$ cat src/rtl/msi_term_bank.sv
module msi_term_bank #(
  parameter int GROUPS = 16,
  parameter int IDXS   = 8,
  parameter int BITS   = 16,
  parameter int DW     = 32,
  localparam int GW    = $clog2(GROUPS),
  localparam int IW    = $clog2(IDXS),
  localparam int BW    = $clog2(BITS),
  localparam int SW    = GW + IW,
  localparam int AW    = 16 + SW + 1
) (
  input  logic              clk,
  input  logic              rst_n,
  input  logic              wr_en,
  input  logic [AW-1:0]     wr_addr,
  input  logic [DW-1:0]     wr_data,
  input  logic              rd_en,
  input  logic [AW-1:0]     rd_addr,
  output logic              rd_valid,
  output logic [DW-1:0]     rd_data,
  output logic [GROUPS-1:0] irq
);

  logic [BITS-1:0] pend [GROUPS*IDXS];
  logic [IDXS-1:0] summ [GROUPS];

  wire wr_ok = wr_en && !wr_addr[AW-1] && (wr_addr[15:0] == '0)
               && (wr_data[DW-1:BW] == '0);
  wire [SW-1:0]   wr_slot = wr_addr[16 +: SW];
  wire [BITS-1:0] wr_mask = BITS'(1) << wr_data[BW-1:0];

  wire rd_idx = rd_en && !rd_addr[AW-1] && (rd_addr[15:0] == '0);
  wire rd_sum = rd_en && rd_addr[AW-1] && (rd_addr[AW-2:16+GW] == '0)
                && (rd_addr[15:0] == '0);
  wire [SW-1:0] rd_slot = rd_addr[16 +: SW];
  wire [GW-1:0] rd_grp  = rd_addr[16 +: GW];

  for (genvar e = 0; e < GROUPS*IDXS; e++) begin : g_ent
    wire hit_w = wr_ok  && (wr_slot == SW'(e));
    wire hit_r = rd_idx && (rd_slot == SW'(e));
    always_ff @(posedge clk or negedge rst_n) begin
      if (!rst_n)
        pend[e] <= '0;
      else if (hit_w || hit_r)
        pend[e] <= (hit_r ? '0 : pend[e]) | (hit_w ? wr_mask : '0);
    end
  end

  for (genvar g = 0; g < GROUPS; g++) begin : g_grp
    for (genvar x = 0; x < IDXS; x++) begin : g_idx
      assign summ[g][x] = |pend[g*IDXS + x];
    end
    assign irq[g] = |summ[g];
  end

  always_ff @(posedge clk or negedge rst_n) begin
    if (!rst_n) begin
      rd_valid <= 1'b0;
      rd_data  <= '0;
    end else begin
      rd_valid <= rd_en;
      if (rd_idx)      rd_data <= DW'(pend[rd_slot]);
      else if (rd_sum) rd_data <= DW'(summ[rd_grp]);
      else             rd_data <= '0;
    end
  end

endmodule


$ cat config.mk
export PLATFORM = sky130hd
export DESIGN_NAME = msi_term_bank
export DESIGN_NICKNAME = d
export VERILOG_FILES = /design/src/rtl/msi_term_bank.sv
export SDC_FILE = /design/constraint.sdc
export NUM_CORES = 2
export LEC_CHECK = 0
export BUFFER_PORTS_ARGS = -buffer_cell sky130_fd_sc_hd__buf_2
export CORE_MARGIN = 2
export CORE_UTILIZATION = 50
export CTS_CLUSTER_SIZE = 14
export DETAILED_ROUTE_END_ITERATION = 16
export PLACE_DENSITY = 0.77
export SYNTH_ARGS = -nofsm -noshare
export SYNTH_HDL_FRONTEND = slang
export SYNTH_SLANG_ARGS = --single-unit
$ cat constraint.sdc
create_clock -name clk -period 4.5 [get_ports clk]
set_input_delay 0.45 -clock clk [delete_from_list [all_inputs] [get_ports clk]]
set_output_delay 0.45 -clock clk [all_outputs]
set_load 0.02 [all_outputs]
==> Implementation_results.wiki <==
{| class="wikitable"
! Metric !! Value
|-
| Count of flip-flops with a built-in enable after synthesis || 0
|-
| Final weighted congestion of routability-driven global placement || about 1.1
|-
| Drt initial violations || between 10k and 15k
|-
| Asr flop ratio synth || 1.000
|-
| Remaining max-slew budget at the tightest pin || -0.06354
|-
| Setup repair after global routing missed its margin || false
|-
| Clock latency of the later-clocked register in the worst-skew pair || around 0.9 ns
|-
| Drt total wl || about 400000 um
|-
| Result of the run || complete, but fails checks
|-
| Portion of synthesized cell area occupied by the leading cell type || 0.5432
|-
| Count of final max-slew check failures || 11
|-
| Total Negative Setup Slacks || 0 ns
|-
| Number of distinct library cell variants in the gate-level netlist after synthesis || 65
|-
| Worst path required time || 4.05 ns
|-
| Detailed-route wire length per cell || 33.95 um
|-
| Initial core utilization || 0.5018
|-
| Clock root cell || sky130_fd_sc_hd__clkbuf_16
|-
| Width of the chip || 440.2 um
|-
| Number of buffers added on ports || 116
|-
| Register area share after synthesis || 0.5432
|-
| Via total after detailed routing || around 83k
|-
| VDD IR max || around 0.41 mV
|-
| Initial antenna violation count || 39
|-
| Final count of negative-setup-slack endpoints || 0
|-
| Clk buf depth || 3
|-
| Data arrival at the endpoint of the critical path || 3.49 ns
|-
| Site Rows || 160
|-
| Worst Path Max Fanout || 3
|-
| Violations in the final reports || capacitance limit, slew limit
|-
| Cell accounting for the most synthesized area || sky130_fd_sc_hd__dfrtp_1
|-
| Launch point of the worst reg-to-reg path || pend[779]$_DFFE_PN0P_
|-
| Largest clock skew in the final design || approximately 0.036 ns
|-
| Number of top-level pins || around 130
|-
| Fin crit period || slightly below 4 ns
|-
| Fraction of final layout cells sized beyond drive strength 1 || 0.1548
|-
| HPWL after detailed placement || 278900 um
|-
| Classification of the worst setup path || flip-flop to primary output
|-
| Final worst-path setup slack || about 0.56 ns
|-
| Hold/Removal Path Class || primary input to async pin
|-
| Final clock period utilization by the worst path || 0.8747
|-
| Nets@finish || just over 9k
|-
| Area enclosed by the die boundary || between 150000 and 200000 sq um
|-
| Number of antenna-violating nets in the routed design || 0
|-
| Number of design rule violations left after detail routing || 0
|-
| Timing startpoint of the critical path || pend[1750]$_DFFE_PN0P_
|-
| Mean cell area of the mapped netlist || roughly 11 sq um
|-
| Number of filler instances in the final layout || 15.69k
|-
| Cells resized by post-CTS repair || 0
|-
| Clock transition at the registers of the reported paths || about 0.06 ns
|-
| Final Hold Fails || 0
|-
| Number of detailed-routing iterations run before antenna repair || 7
|-
| Sinks on the clock net || 2065
|-
| Count of placed standard cells in the final layout, fillers left out || 11.76k
|-
| H-Tree Depth || 4
|-
| Most instantiated flip-flop cell in the synthesis netlist || sky130_fd_sc_hd__dfrtp_1
|-
| Kind of capture point of the worst setup path || primary output
|-
| Area of the mapped netlist || around 95000 sq um
|-
| Yosys warns || 0
|-
| Pre-CTS setup slack || a little over 0.7 ns
|-
| First-pass GRT wire length || 576400 um
|-
| Largest cells by area after synthesis || sky130_fd_sc_hd__dfrtp_1, sky130_fd_sc_hd__mux4_2, sky130_fd_sc_hd__o21ai_0
|-
| Fraction of the core area covered by cells at the end of the flow || 0.5627
|-
| Lkg Pwr || approximately 46 nW
|-
| Post-route cell area || roughly 110000 sq um
|-
| Max Fclk || between 0.2 and 0.3 GHz
|-
| TritonCTS Buffers || between 200 and 250
|-
| Max capacitance violation total || 2
|-
| Placed Instance Area || ~99000 sq um
|-
| Sequential cell area || 51670 sq um
|-
| Startpoint class of the critical path || flip-flop
|-
| Post-synthesis instance total || just over 9k
|-
| Total routing resource utilization after global routing || 0.4118
|-
| Area of combinational cells with multiple inputs || around 40000 sq um
|-
| Number of global-route vias before repair || about 79k
|-
| Vertical die dimension || about 440 um
|-
| Maximum number of pins on one net before global-route repair || about 170
|-
| CTS tree || done
|-
| Synthesis-to-finish area growth || 12.12%
|-
| Synthesis-stage register bit count || 2065
|-
| Core area || 189600 sq um
|-
| Post-Place Cells || about 11k
|-
| Number of buffers inserted by post-CTS setup repair || 0
|-
| Sum of overflow across all layers after global routing || 0
|-
| Measured slew at the worst slew-check pin || ~1.6 ns
|-
| Hold buffers post-CTS || 2
|-
| Power density of the placed cells || 365.0 nW/um^2
|-
| Post-detailed-route via-to-cell ratio || between 7 and 8
|}
area by class of cell:
cell class | instances | area share
inverters | 5 | 0.0001759
clock inverters | 92 | 0.01120
diodes | 31 | 0.0007272
clock buffers | 301 | 0.05699
flip-flops and latches | 2065 | 0.4844
well taps | 2511 | 0.02945
multi-input cells | 6264 | 0.3794
repair buffers | 489 | 0.03764
cell usage in the layout (no fill, tap or decap), types with 50 or more instances in the layout:
cell type,instances
sky130_fd_sc_hd__nand2_1,2243
sky130_fd_sc_hd__nand4_1,164
sky130_fd_sc_hd__nand3_1,110
sky130_fd_sc_hd__clkinv_2,50
sky130_fd_sc_hd__dfrtp_1,2065
sky130_fd_sc_hd__nor4_1,570
sky130_fd_sc_hd__buf_4,325
sky130_fd_sc_hd__o21ai_0,2036
sky130_fd_sc_hd__o22ai_1,68
sky130_fd_sc_hd__mux4_2,535
sky130_fd_sc_hd__clkbuf_16,212
sky130_fd_sc_hd__a22oi_1,69
sky130_fd_sc_hd__mux2i_1,145
sky130_fd_sc_hd__buf_2,111
path summary, 6_finish.rpt:
check                                          to  slack (ns)  cells past startpoint
max                                        irq[2]        0.56                      5
min                         pend[819]$_DFFE_PN0P_        0.05                      2
max reg2reg                  rd_data[7]$_DFF_PN0_        1.55                      6
min reg2reg                 pend[671]$_DFFE_PN0P_        0.50                      2
max in group asynchronous  pend[1616]$_DFFE_PN0P_        2.83                      4
min in group clk            pend[691]$_DFFE_PN0P_        0.08                      3
metal layers:
metal | routed length (um) | GRT usage | vias up
met5 | 296 | 0 | -
met2 | 171000 | 0.5904 | 6637
met3 | 53030 | 0.1374 | 1371
li1 | - | - | 32900
met4 | 30690 | 0.2622 | 44
met1 | 144200 | 0.5380 | 42000
critical path, cell delays in order, from the launching register on:
cell	delay [ns]
sky130_fd_sc_hd__dfrtp_1	0.39
sky130_fd_sc_hd__nor4_1	0.57
sky130_fd_sc_hd__nand4_1	0.38
sky130_fd_sc_hd__nor4_1	0.58
sky130_fd_sc_hd__nand2_1	0.37
sky130_fd_sc_hd__buf_2	0.27
sequential cells by signal, summed over array words and instances (netlist names):
register / flops
pend: 2048
rd_data: 16
rd_valid: 1
cell usage after synthesis (all sizes together), types with 9 or more instances:
master and number:
nor4 572, mux2i 145, dfrtp 2065, mux4 535, nor2b 16, nand4 164
a211oi 9, nand2 2253, a221oi 23, nor2 57, a22oi 69, nor3 21
o22ai 68, a21oi 35, clkbuf 528, nand2b 14, o21ai 2059, nand3 116
buf 199
report_power, final:
| part | total (mW) | leakage [nW] | switching, mW | internal (mW) |
|---|---|---|---|---|
| clock | 18.5 | 3.57 | 8.00 | 10.5 |
| sequential | 18.6 | 28.9 | 0.0000926 | 18.6 |
| combinational | 1.88 | 13.5 | 1.43 | 0.448 |
cell families after synthesis:
family / Yosys count / share of synthesized area
compound gates: 2315 / 0.1275
buf+inv: 732 / 0.03464
flops: 2065 / 0.5432
mux: 688 / 0.1429
other cells: 1 / 0.00003942
simple gates: 3245 / 0.1518
stage by stage:
stage / power (mW) / hold slack [ns]
after CTS: 38.89 / 0.02885
after global placement: 20.72 / 0.3436
after detailed placement: 20.74 / 0.3430
final: 38.94 / 0.04526
after floorplan: 19.69 / 0.1544
after global routing: 39.78 / 0.06311
Power figures use the tool's default switching activity.
